--- src/rtl/lic_pkg.sv ---
package lic_pkg;

    typedef enum logic [2:0] {
        V_PASS,
        V_POISONED,
        V_NEW_POISON,
        V_NONSECURE,
        V_ERRLOG,
        V_WRITE
    } verdict_e;

    typedef enum logic {
        MODE_CRYPTO  = 1'b0,
        MODE_LOGICAL = 1'b1
    } integ_mode_e;

    typedef enum logic {
        ST_IDLE,
        ST_RESP
    } ctl_state_e;

endpackage

--- src/rtl/lic_meta_store.sv ---
module lic_meta_store #(
    parameter int LINES = 16,
    parameter int KEY_W = 6,
    parameter int TAG_W = 28,
    localparam int IDX_W = (LINES > 1) ? $clog2(LINES) : 1
) (
    input  logic             clk,
    input  logic             rst_n,
    input  logic [IDX_W-1:0] rd_idx,
    output logic             rd_owner,
    output logic [KEY_W-1:0] rd_key,
    output logic [TAG_W-1:0] rd_tag,
    output logic             rd_poison,
    output logic             rd_errf,
    input  logic             upd_write,
    input  logic             upd_full,
    input  logic             upd_set_poison,
    input  logic             upd_set_err,
    input  logic [IDX_W-1:0] upd_idx,
    input  logic             wr_owner,
    input  logic [KEY_W-1:0] wr_key,
    input  logic [TAG_W-1:0] wr_tag
);

    logic             owner_q  [LINES];
    logic [KEY_W-1:0] key_q    [LINES];
    logic [TAG_W-1:0] tag_q    [LINES];
    logic             poison_q [LINES];
    logic             errf_q   [LINES];

    for (genvar g = 0; g < LINES; g++) begin : g_line
        logic hit;
        assign hit = (upd_idx == IDX_W'(g));

        always_ff @(posedge clk or negedge rst_n) begin
            if (!rst_n) begin
                owner_q[g]  <= 1'b0;
                key_q[g]    <= '0;
                tag_q[g]    <= '0;
                poison_q[g] <= 1'b0;
                errf_q[g]   <= 1'b0;
            end else if (hit) begin
                if (upd_write) begin
                    owner_q[g] <= wr_owner;
                    key_q[g]   <= wr_key;
                    tag_q[g]   <= wr_tag;
                    if (upd_full) begin
                        poison_q[g] <= 1'b0;
                        errf_q[g]   <= 1'b0;
                    end
                end else begin
                    if (upd_set_poison) poison_q[g] <= 1'b1;
                    if (upd_set_err)    errf_q[g]   <= 1'b1;
                end
            end
        end
    end

    assign rd_owner  = owner_q[rd_idx];
    assign rd_key    = key_q[rd_idx];
    assign rd_tag    = tag_q[rd_idx];
    assign rd_poison = poison_q[rd_idx];
    assign rd_errf   = errf_q[rd_idx];

endmodule

--- src/rtl/lic_decide.sv ---
module lic_decide
    import lic_pkg::*;
#(
    parameter int KEY_W = 6,
    parameter int TAG_W = 28
) (
    input  integ_mode_e      mode,
    input  logic             is_write,
    input  logic             key_private,
    input  logic             secure,
    input  logic [KEY_W-1:0] req_key,
    input  logic [TAG_W-1:0] req_tag,
    input  logic             m_owner,
    input  logic [KEY_W-1:0] m_key,
    input  logic [TAG_W-1:0] m_tag,
    input  logic             m_poison,
    output verdict_e         verdict
);

    logic tag_bad;
    logic key_bad;

    assign tag_bad = (req_tag != m_tag);
    assign key_bad = (req_key != m_key);

    always_comb begin
        verdict = V_PASS;
        if (is_write) begin
            verdict = V_WRITE;
        end else if (m_poison) begin
            verdict = V_POISONED;
        end else if (m_owner && !secure) begin
            verdict = V_NONSECURE;
        end else if (key_private) begin
            if (!m_owner) begin
                verdict = V_NEW_POISON;
            end else if (key_bad || (mode == MODE_CRYPTO && tag_bad)) begin
                verdict = V_NEW_POISON;
            end
        end else begin
            if (m_owner) begin
                verdict = (mode == MODE_CRYPTO) ? V_NEW_POISON : V_ERRLOG;
            end else if (mode == MODE_CRYPTO && tag_bad) begin
                verdict = V_NEW_POISON;
            end
        end
    end

endmodule

--- src/rtl/line_integrity_ctl.sv ---
module line_integrity_ctl
    import lic_pkg::*;
#(
    parameter int LINES  = 16,
    parameter int KEY_W  = 6,
    parameter int TAG_W  = 28,
    parameter int DATA_W = 32,
    parameter int CNT_W  = 4,
    localparam int IDX_W = (LINES > 1) ? $clog2(LINES) : 1
) (
    input  logic              clk,
    input  logic              rst_n,
    input  logic              cfg_mode,
    input  logic [KEY_W-1:0]  cfg_priv_base,
    input  logic              req_valid,
    output logic              req_ready,
    input  logic              req_write,
    input  logic              req_full,
    input  logic [IDX_W-1:0]  req_line,
    input  logic [KEY_W-1:0]  req_key,
    input  logic              req_secure,
    input  logic [TAG_W-1:0]  req_tag,
    input  logic [DATA_W-1:0] req_data,
    output logic              rsp_valid,
    output logic [DATA_W-1:0] rsp_data,
    output logic              rsp_poison,
    output logic              rsp_err,
    output logic              rsp_mce,
    output logic [CNT_W-1:0]  err_count
);

    localparam logic [CNT_W-1:0] CNT_MAX = {CNT_W{1'b1}};

    ctl_state_e state_q, state_d;
    logic       accept;
    logic       key_private;
    verdict_e   verdict;

    logic             m_owner;
    logic [KEY_W-1:0] m_key;
    logic [TAG_W-1:0] m_tag;
    logic             m_poison;
    logic             m_errf;

    assign accept      = req_valid && req_ready;
    assign key_private = (req_key >= cfg_priv_base);

    lic_meta_store #(
        .LINES (LINES),
        .KEY_W (KEY_W),
        .TAG_W (TAG_W)
    ) u_meta (
        .clk            (clk),
        .rst_n          (rst_n),
        .rd_idx         (req_line),
        .rd_owner       (m_owner),
        .rd_key         (m_key),
        .rd_tag         (m_tag),
        .rd_poison      (m_poison),
        .rd_errf        (m_errf),
        .upd_write      (accept && req_write),
        .upd_full       (req_full),
        .upd_set_poison (accept && (verdict == V_NEW_POISON)),
        .upd_set_err    (accept && (verdict == V_ERRLOG)),
        .upd_idx        (req_line),
        .wr_owner       (key_private),
        .wr_key         (req_key),
        .wr_tag         (req_tag)
    );

    lic_decide #(
        .KEY_W (KEY_W),
        .TAG_W (TAG_W)
    ) u_decide (
        .mode        (integ_mode_e'(cfg_mode)),
        .is_write    (req_write),
        .key_private (key_private),
        .secure      (req_secure),
        .req_key     (req_key),
        .req_tag     (req_tag),
        .m_owner     (m_owner),
        .m_key       (m_key),
        .m_tag       (m_tag),
        .m_poison    (m_poison),
        .verdict     (verdict)
    );

    // State register
    always_ff @(posedge clk or negedge rst_n) begin
        if (!rst_n) state_q <= ST_IDLE;
        else        state_q <= state_d;
    end

    // Transitions: T_ACCEPT, T_DONE, T_WAIT
    always_comb begin
        state_d = state_q;
        unique case (state_q)
            ST_IDLE: if (accept) state_d = ST_RESP;
            ST_RESP: state_d = ST_IDLE;
            default: state_d = ST_IDLE;
        endcase
    end

    assign req_ready = (state_q == ST_IDLE);
    assign rsp_valid = (state_q == ST_RESP);

    // Registered response outputs
    always_ff @(posedge clk or negedge rst_n) begin
        if (!rst_n) begin
            rsp_data   <= '0;
            rsp_poison <= 1'b0;
            rsp_err    <= 1'b0;
            rsp_mce    <= 1'b0;
            err_count  <= '0;
        end else if (accept) begin
            rsp_data   <= (verdict == V_PASS) ? req_data : '0;
            rsp_poison <= (verdict == V_POISONED) || (verdict == V_NEW_POISON);
            rsp_err    <= (verdict == V_ERRLOG);
            rsp_mce    <= !req_write && m_errf;
            if (verdict == V_ERRLOG && err_count != CNT_MAX)
                err_count <= err_count + 1'b1;
        end else begin
            rsp_err <= 1'b0;
            rsp_mce <= 1'b0;
        end
    end

endmodule

--- config.mk ---
export PLATFORM = sky130hd
export DESIGN_NAME = line_integrity_ctl
export DESIGN_NICKNAME = d
export VERILOG_FILES = /design/src/rtl/lic_pkg.sv /design/src/rtl/lic_meta_store.sv /design/src/rtl/lic_decide.sv /design/src/rtl/line_integrity_ctl.sv
export SDC_FILE = /design/constraint.sdc
export NUM_CORES = 1
export LEC_CHECK = 0
export BUFFER_PORTS_ARGS = -buffer_cell sky130_fd_sc_hd__buf_2
export CAP_MARGIN = 15
export CORE_MARGIN = 2
export CORE_UTILIZATION = 30
export CTS_BUF_LIST = sky130_fd_sc_hd__clkbuf_16
export CTS_CLUSTER_DIAMETER = 150
export DETAILED_ROUTE_END_ITERATION = 7
export PLACE_DENSITY_LB_ADDON = 0.25
export SETUP_SLACK_MARGIN = 0.1
export SLEW_MARGIN = 20
export SYNTH_ARGS = -nofsm -noshare
export SYNTH_HDL_FRONTEND = slang
export SYNTH_HIERARCHICAL = 1
export SYNTH_SLANG_ARGS = --single-unit
--- constraint.sdc ---
create_clock -name clk -period 7.8 [get_ports clk]
set_input_delay 0.78 -clock clk [delete_from_list [all_inputs] [get_ports clk]]
set_output_delay 0.78 -clock clk [all_outputs]
set_load 0.01 [all_outputs]
### Yosys cells after proc, flatten, opt, wreduce, memory -nomap -nowiden

Cells that the tools add are included.

* register bits: 632
* bits of input ports: 83
* output and inout bits: 41
* logic and storage cells: 213

* $add $sub $neg: 1
* $lt $le $gt $ge: 2
* eq/ne operators: 22
* muxes and demuxes: 34
* bitwise gates (word level): 3
* reduce and logical (&&, ||, !) cells: 65

Operators with widths (count)
* 28-bit binary-select mux with 4-bit select: 1
* 3-bit AND reduction: 32
* 28-bit two-way mux: 2
* 2-bit AND reduction: 17
* 4-bit == test, second input constant: 8
* 32-bit two-way mux: 1
* 28-bit inequality test: 1
* 6-bit binary-select mux with 4-bit select: 1
* 3-bit two-way mux: 7
* 4-bit by 3-bit == test with 1-bit output, second input constant: 4
* 1-bit two-way mux: 14
* 1-bit binary-select mux with 4-bit select: 3
* 6-bit two-way mux: 2
* 4-bit by 2-bit == test with 1-bit output, second input constant: 2
* 1-bit logical AND: 8
* 6-bit >= comparator: 1
* 6-bit inequality test: 1
* 5-bit >= comparator, second input constant: 1
* 4-bit NOT with 5-bit output: 1
* 4-bit by 1-bit adder with 4-bit output, second input constant: 1
* 4-bit by 1-bit == test with 1-bit output, second input constant: 1
* 4-bit logical NOT: 1
* 2-bit two-way mux: 2
* 4-bit inequality test, second input constant: 1
* 10 further kinds: 14

### Longest topological paths before layout

Gate-level depths: netlist of run 1.

* depth after elaboration: 17
* gate-level depth with buffers: 17
* mapped depth without buffers: 15

### Cells and area by module

The synthesis of run 1 kept the hierarchy.

Modules (own cells, without submodules)
* lic_meta_store: instances 1, cells an instance 1670, area an instance 26750.7 sq um, sequential area each 14814.2 sq um
* line_integrity_ctl: instances 1, cells an instance 124, area an instance 1687.9 sq um, sequential area each 1001.0 sq um
* lic_decide: instances 1, cells an instance 54, area an instance 437.9 sq um, sequential area each 0.0 sq um

### Worst setup path before layout of run 1

OpenSTA, ideal clock, no wires.

* path kind: input to register
* from: input req_line[0]
* to: register u_meta/errf_q[8] (netlist name)
* setup time: 0.083 ns
* arrival: 4.228 ns
* required time: 7.717 ns
* setup slack: 3.489 ns
* stages: 17
* buffers on the path: 4
* cell sequence: buf_2 > buf_2 > buf_2 > mux4_2 > a22oi_1 > nand2_1 > xor2_1 > nor4_1 > nand4_1 > nor4_1 > o41ai_1 > nor3b_2 > and2_1 > mux2i_1 > clkbuf_1 > o21ai_0 > o21ai_0

* word-level cells in the longest chain between the ends: 17
* elaborated cells on any way between the ends: 31
* those cells by class: eq/ne: 4; mux: 20; bitwise: 1; reduce/logical: 6

RTL lines
* start, declared: line line_integrity_ctl.sv:19 `input logic [IDX_W-1:0] req_line,`
* 4-bit NOT with 5-bit output (implied by the code) (*): line lic_meta_store.sv:61 `assign rd_tag = tag_q[rd_idx];`
* 28-bit binary-select mux with 4-bit select (*): line lic_meta_store.sv:61
* 28-bit two-way mux (implied by the code) (*) (2 in series): line lic_meta_store.sv:61
* net m_tag[22]: line line_integrity_ctl.sv:41 `logic [TAG_W-1:0] m_tag;`
* 28-bit inequality test (*): line lic_decide.sv:23 `assign tag_bad = (req_tag != m_tag);`
* 1-bit logical AND (*): line lic_decide.sv:37, lic_decide.sv:43
* 1-bit logical OR: line lic_decide.sv:37 `end else if (key_bad || (mode == MODE_CRYPTO && tag_bad)) begin`
* 2-bit two-way mux: line lic_decide.sv:37
* [2 not listed]
* 3-bit two-way mux (*): line lic_decide.sv:32 `end else if (m_owner && !secure) begin`
* 3-bit two-way mux (*): line lic_decide.sv:30 `end else if (m_poison) begin`
* 3-bit two-way mux (*): line lic_decide.sv:28 `if (is_write) begin`
* net verdict[1]: line line_integrity_ctl.sv:37 `verdict_e verdict;`
* 3-bit == test (*): line line_integrity_ctl.sv:64 `.upd_set_err (accept && (verdict == V_ERRLOG)),`
* 1-bit logical AND (*): line line_integrity_ctl.sv:64
* 2-bit nonzero test (no source line) (*)
* 3-bit AND reduction (no source line) (*)
* end signal, assigned by index: line lic_meta_store.sv:41 `errf_q[g] <= 1'b0;`
* end signal, assigned by index: line lic_meta_store.sv:49 `errf_q[g] <= 1'b0;`
* end signal, assigned by index: line lic_meta_store.sv:53 `if (upd_set_err) errf_q[g] <= 1'b1;`
* end, declared: line lic_meta_store.sv:29 `logic errf_q [LINES];`

Mark *: on every way through the listed nets, which the timed path passes. The rest lies on a longest branch. The select of a mux whose other input is x is not followed.
A chain may end at the register's enable or synchronous reset.

### Final worst setup path of run 1

* from: input req_line[0]
* to: register u_meta/errf_q[0] (netlist name)

The elaborated chain is that of the path after synthesis.

==> flow_summary.json, run 1 <==
{
  "status": "finished, final reports clean",
  "place.gp.congestion": 0.734,
  "p_sw_share_pct": 25.1,
  "cts-root-buf": "clkbuf_16",
  "ir_worst_vdd_mv": 0.136,
  "clk_path_buf_depth": 3,
  "drc": 0,
  "gr-usage-all-layers_pct": 15.3,
  "post_cts_resized": 0,
  "synthSimpleGateAreaFrac_pct": 2.82,
  "multi_input_area_um2": 12200,
  "synth_xor_area_share_pct": 1.09,
  "cts_inserted_buffers": 74,
  "synth-compound-area-share_pct": 4.34,
  "setup_viol": 0,
  "crit_family": "simple AND/OR/NAND/NOR gates",
  "area_growth_syn_to_layout_pct": 13.7,
  "wl_per_cell_um": 23.1,
  "synth_top_family_by_area": "multiplexers",
  "synth_cells": 1848,
  "period_needed_ps": 5560,
  "hpwl_um": 42800,
  "num_vias": 16456,
  "avgSynthCellArea_um2": 15.6,
  "fin_crit_sh_pct": 71.2,
  "p_seq_share_pct": 48.3,
  "cts.clk_slew.worst_paths_ps": 50,
  "net-switching-power_uw": 2110,
  "grt_pass1_wl_um": 116000,
  "relSlewSlack_pct": 31.3,
  "timing.hold.worst.class": "in2async",
  "rows": 113,
  "max_freq_ghz": 0.180,
  "clock_latency_ps": 610,
  "io_pins": 124,
  "cpPeakStageDelay_ps": 750,
  "p_int_uw": 6300,
  "yosys_warnings": 6,
  "crit_fanout": 59,
  "grt_pass1_vias": 18102,
  "muxShareOfSynthArea_pct": 33.5,
  "drive_gt1_share_pct": 49.4,
  "port_buffers": 123,
  "rrSetupSlack_ps": 3140,
  "dp.cells": 3115,
  "final_cell_mix": "632 x dfrtp_1, 544 x mux2_2, 148 x mux4_2",
  "hold_buffers": 0,
  "grt_max_degree": 190,
  "synth_nets": 1938,
  "dieArea_um2": 98800,
  "power_density_nw_per_um2": 256,
  "path_cells": "buf_8 > buf_4 > mux4_2 > a22oi_1 > nand2_1 > xor2_1 > nor4_1 > nand4_1 > nor4_1 > o41ai_2 > nor3b_2 > and2_1 > mux2i_2 > o21ai_0 > o21ai_0",
  "ant_nets": 0,
  "reg2regPathDepth": 13,
  "p_comb_share_pct": 14.7,
  "syn_area_um2": 28900,
  "postLayoutCoreUtil_pct": 34.5,
  "ys.flop_type": "dfrtp_1",
  "ys_ff_latch": 632,
  "synth-edff-count": 0,
  "r2r-end": "u_meta/errf_q[0]$_DFFE_PN0P_",
  "drt_iter0_drc": 966,
  "layout.nets": 2017,
  "viasPerCell": 5.08,
  "p_clk_share_pct": 36.9,
  "worstSetupStartpointType": "primary input",
  "post-cts-setup-buffer-count": 0,
  "finalSetupTns_ps": 0,
  "grt-ovfl-total": 0,
  "clock_sinks": 632,
  "p_leak_uw": 0.0149,
  "antenna_found_initial": 8,
  "routed_wl_um": 74700,
  "die_h_um": 314,
  "reg2reg_from": "u_meta/tag_q[354]$_DFFE_PN0P_",
  "stdcell_count": 3237,
  "fp.dieW_um": 314,
  "nFillCells": 9138,
  "n_antenna_cell": 0,
  "ys_types": 52,
  "initial_core_util_pct": 30.3,
  "path_buf_inv": 2,
  "h-tree-depth": 3,
  "finalClockSkew_ps": 18.8,
  "register_area_um2": 15800,
  "critical_path_class": "in2reg",
  "hold_violations": 0,
  "drv_cap": 0,
  "crit_arrival_ps": 6020,
  "cpMaxStageDelayCell": "nor4_1",
  "setup.worst_path.end_class": "flop",
  "grt_setup_unrepaired": "false",
  "slew_violations": 0,
  "dr.pass1.iters": 4,
  "tightest_slew_ps": 1030,
  "synth_adder_area_share_pct": 0.303,
  "cts_tree": "built",
  "required_ps": 8270,
  "fp.coreArea_um2": 95200,
  "synth.yosys.seq_area_share_pct": 54.8,
  "synthArstFlopShare_pct": 100,
  "layout_commonest_cell": "dfrtp_1"
}
[Yosys cell counts, types with 18 or more instances]
master / instances / area (um^2)
dfrtp_1: 632 / 15800
mux2_2: 544 / 6130
mux4_2: 148 / 3330
a22oi_1: 74 / 556
o21ai_0: 65 / 325
clkbuf_1: 63 / 236
nand2_1: 40 / 150
buf_4: 35 / 263
a22o_1: 32 / 280
buf_2: 30 / 150
xor2_1: 20 / 175
buf_6: 18 / 203
[power by group through the flow]
stage | logic [uW] | clock network, uW | registers, uW
finish | 1240 | 3110 | 4060
detailed placement | 1250 | 0 | 4120
CTS | 1260 | 3220 | 4060
global route | 1350 | 3360 | 4130
global placement | 1220 | 0 | 4080
floorplan | 922 | 0 | 4030
[worst max-delay path by stage]
stage | start | to | slack [ps] | cells after the start
CTS | req_line[0] | u_meta/errf_q[0]$_DFFE_PN0P_ | 1870 | 15
detailed placement | req_line[0] | u_meta/errf_q[0]$_DFFE_PN0P_ | 1220 | 15
finish | req_line[0] | u_meta/errf_q[0]$_DFFE_PN0P_ | 2240 | 15
global placement | req_line[0] | u_meta/errf_q[15]$_DFFE_PN0P_ | 1460 | 15
floorplan | req_line[0] | u_meta/errf_q[8]$_DFFE_PN0P_ | 3490 | 17
global route | req_line[0] | u_meta/errf_q[0]$_DFFE_PN0P_ | 1780 | 15
[registers in the layout, indices dropped and copies added, names as in the netlist, 4 cells and up]
register         cells
u_meta/poison_q     16
u_meta/owner_q      16
rsp_data            32
err_count            4
u_meta/tag_q       448
u_meta/key_q        96
u_meta/errf_q       16
[layout make-up]
type                       instances  area share [%]
timing repair buffer             157            3.14
tap                             1265            4.82
sequential                       632            48.2
multi-input combinational       1053            37.3
clock inverter                    45           0.701
inverter                           9           0.103
clock buffer                      76            5.79
[kinds of logic after synthesis]
kind of cell,Yosys count
compound gates,184
simple gates,115
xor+xnor,36
fa+ha+maj,7
mux,711
flops,632
buf+inv,163
[through the flow]
step / total power (uW) / hold WS [ps] / setup slack (ps) / area [um^2]
5_1_grt: 8840 / 90.9 / 1780 / 32800
2_1_floorplan: 4950 / 452 / 3490 / 28900
3_3_place_gp: 5300 / 460 / 1460 / 30600
4_1_cts: 8540 / 335 / 1870 / 32800
3_5_place_dp: 5370 / 467 / 1220 / 30600
6_report: 8410 / 81.3 / 2240 / 32800
[layer usage]
metal | part of all wire, % | up-vias | wire (um) | GRT usage (%)
li1 | - | 7095 | - | -
met1 | 45 | 8987 | 33600 | 20.6
met2 | 50 | 259 | 37000 | 25.7
met3 | 3.5 | 111 | 2600 | 2.35
met4 | 1.9 | 4 | 1390 | 3.93
met5 | 0.040 | - | 30 | 0
[worst reg2reg max path, cell delays in order, from the launching register on]
cell and delay, ps:
dfrtp_1 370, mux4_2 460, a22oi_1 210, nand2_1 90
xor2_1 180, nor4_1 670, nand4_1 220, nor4_1 750
o41ai_2 260, nor3b_2 370, and2_1 280, mux2i_2 250
o21ai_0 290, o21ai_0 110
Note: power is estimated with default switching activity, not from simulation.
==> run 2: changes to the inputs <==
==> constraint.sdc (replaced) <==
create_clock -name clk -period 5.4 [get_ports clk]
set_input_delay 0.54 -clock clk [delete_from_list [all_inputs] [get_ports clk]]
set_output_delay 0.54 -clock clk [all_outputs]
set_load 0.01 [all_outputs]
==> run 2 against run 1 <==
  * Sequential power increased by 45%
  * Cell count increased by 1.6%
  * Design area increased by 1.9%
  * Combinational power increased by 48%
  * Worst setup slack got worse by 1500 ps
  * Critical endpoint is now u_meta/errf_q[15]$_DFFE_PN0P_
==> flow_summary.json, run 2 (synthesis gave the netlist of run 1 again) <==
{
  "status": "finished, final reports clean",
  "p_seq_share_pct": 46.8,
  "critical_path_class": "in2reg",
  "fp.dieW_um": 314,
  "fin_crit_sh_pct": 86.8,
  "p_sw_share_pct": 24.9,
  "gr-usage-all-layers_pct": 15.5,
  "p_leak_uw": 0.0152,
  "largest_reg_flops": 448,
  "ir_worst_vdd_mv": 0.220,
  "initial_core_util_pct": 30.3,
  "io_pins": 124,
  "drv_cap": 0,
  "hold_buffers": 0,
  "rows": 113,
  "dr.pass1.iters": 5,
  "clk_path_buf_depth": 3,
  "net-switching-power_uw": 3120,
  "final_cell_mix": "632 x dfrtp_1, 544 x mux2_2, 148 x mux4_2",
  "grt_pass1_vias": 18314,
  "required_ps": 5850,
  "p_int_uw": 9410,
  "drt_iter0_drc": 1033,
  "nFillCells": 9048,
  "multi_input_area_um2": 12200,
  "placed_cell_area_um2": 31100,
  "cts.clk_slew.worst_paths_ps": 60,
  "port_buffers": 123,
  "crit_arrival_ps": 5140,
  "largestRegisters": "u_meta/tag_q: 448 flops, u_meta/key_q: 96 flops, rsp_data: 32 flops",
  "antenna_found_initial": 13,
  "setup.worst_path.end_class": "flop",
  "tightest_slew_ps": 990,
  "place.gp.congestion": 0.751,
  "regMostFlops": "u_meta/tag_q",
  "dieArea_um2": 98800,
  "dp.cells": 3157,
  "post-route-cell-area_um2": 33400,
  "grt-ovfl-total": 0,
  "max_freq_ghz": 0.213,
  "timing.hold.worst.class": "in2async",
  "whs_ps": 47.7,
  "layout_commonest_cell": "dfrtp_1",
  "setup_viol": 0,
  "p_total_uw": 12500,
  "power_density_nw_per_um2": 375,
  "period_needed_ps": 4690,
  "drive_gt1_share_pct": 50.9,
  "slew_violations": 0,
  "cts_inserted_buffers": 74,
  "p_comb_share_pct": 14.6,
  "clock_latency_ps": 610,
  "stdcell_count": 3289,
  "p_clk_share_pct": 38.6,
  "cts_tree": "built",
  "worstSetupStartpointType": "primary input",
  "grt_setup_unrepaired": "false",
  "wl_per_cell_um": 23.1,
  "h-tree-depth": 3,
  "register_area_um2": 15800,
  "die_h_um": 314,
  "cts-root-buf": "clkbuf_16",
  "routed_wl_um": 75800,
  "num_vias": 16782,
  "finalClockSkew_ps": 23.5,
  "relSlewSlack_pct": 34.0,
  "clock_sinks": 632,
  "hpwl_um": 45500,
  "crit_fanout": 52,
  "fp.coreArea_um2": 95200,
  "grt_max_degree": 113,
  "drc": 0,
  "hold_violations": 0,
  "ant_nets": 0,
  "layout.nets": 2058,
  "grt_pass1_wl_um": 117000,
  "viasPerCell": 5.10,
  "area_growth_syn_to_layout_pct": 15.8
}
run 2: changes by cell type in the layout (fill, tap and decap cells not counted), sizes merged:
cell,previous run,this run
buf,157,198
bufinv,1,6
clkbuf,76,77
clkinv,18,28
clkinvlp,1,3
diode,0,4
inv,34,23
run 2: cell type report:
type	instances	area share (%)
antenna	4	0.0299
clock buffer	77	5.76
clock inverter	51	1.16
inverter	9	0.101
multi-input combinational	1053	36.6
sequential	632	47.3
tap	1265	4.73
timing repair buffer	198	4.31
run 2: path summary, 6_finish.rpt:
check	depth (start not counted)	endpoint	start	slack [ps]
hold / removal	1	rsp_mce$_DFF_PN0_	rst_n	50
setup / recovery	16	u_meta/errf_q[15]$_DFFE_PN0P_	req_line[1]	710
hold reg to reg	1	u_meta/tag_q[37]$_DFFE_PN0P_	u_meta/tag_q[37]$_DFFE_PN0P_	480
max in group asynchronous	2	u_meta/tag_q[239]$_DFFE_PN0P_	rst_n	4200
setup reg to reg	14	u_meta/errf_q[15]$_DFFE_PN0P_	u_meta/tag_q[117]$_DFFE_PN0P_	1020
min in group clk	2	rsp_data[10]$_DFFE_PN0P_	req_data[10]	160
run 2: critical path, cell delays in order:
cell     delay [ps]
buf_6           520
buf_4           370
mux4_2          330
a22oi_1         200
nand2_1          90
xor2_1          200
nor4_1          600
buf_4           220
nand4_1         140
nor4_2          510
o41ai_2         230
nor3b_2         250
and2_1          250
mux2i_2         250
o21ai_0         230
o21ai_0         120
run 2: repair_timing:
action,CTS,global route
setup buffers,0,0
setup endpoints to repair,32,0
resized for setup,1,0
run 2: metal layers:
layer	vias up	share of wire [%]	GRT usage [%]
met5	-	0.069	0
met4	8	2.1	4.38
met3	117	3.3	2.19
met2	281	50	26.0
met1	9185	45	20.9
li1	7191	-	-
run 2: stage by stage:
step | util (%) | setup slack, ps | setup TNS (ps)
4_1_cts | 35.1 | 261 | 0
5_1_grt | 35.1 | 335 | 0
3_3_place_gp | 32.7 | -631 | -22510
6_report | 35.1 | 712 | 0
2_1_floorplan | - | 1330 | 0
3_5_place_dp | 32.7 | -771 | -26930
run 2: power groups by stage:
stage	logic, uW	registers [uW]	clock network, uW
3_5_place_dp	1860	5950	0
4_1_cts	1860	5870	4990
6_report	1830	5870	4830
2_1_floorplan	1330	5820	0
3_3_place_gp	1800	5900	0
5_1_grt	2000	5960	5190
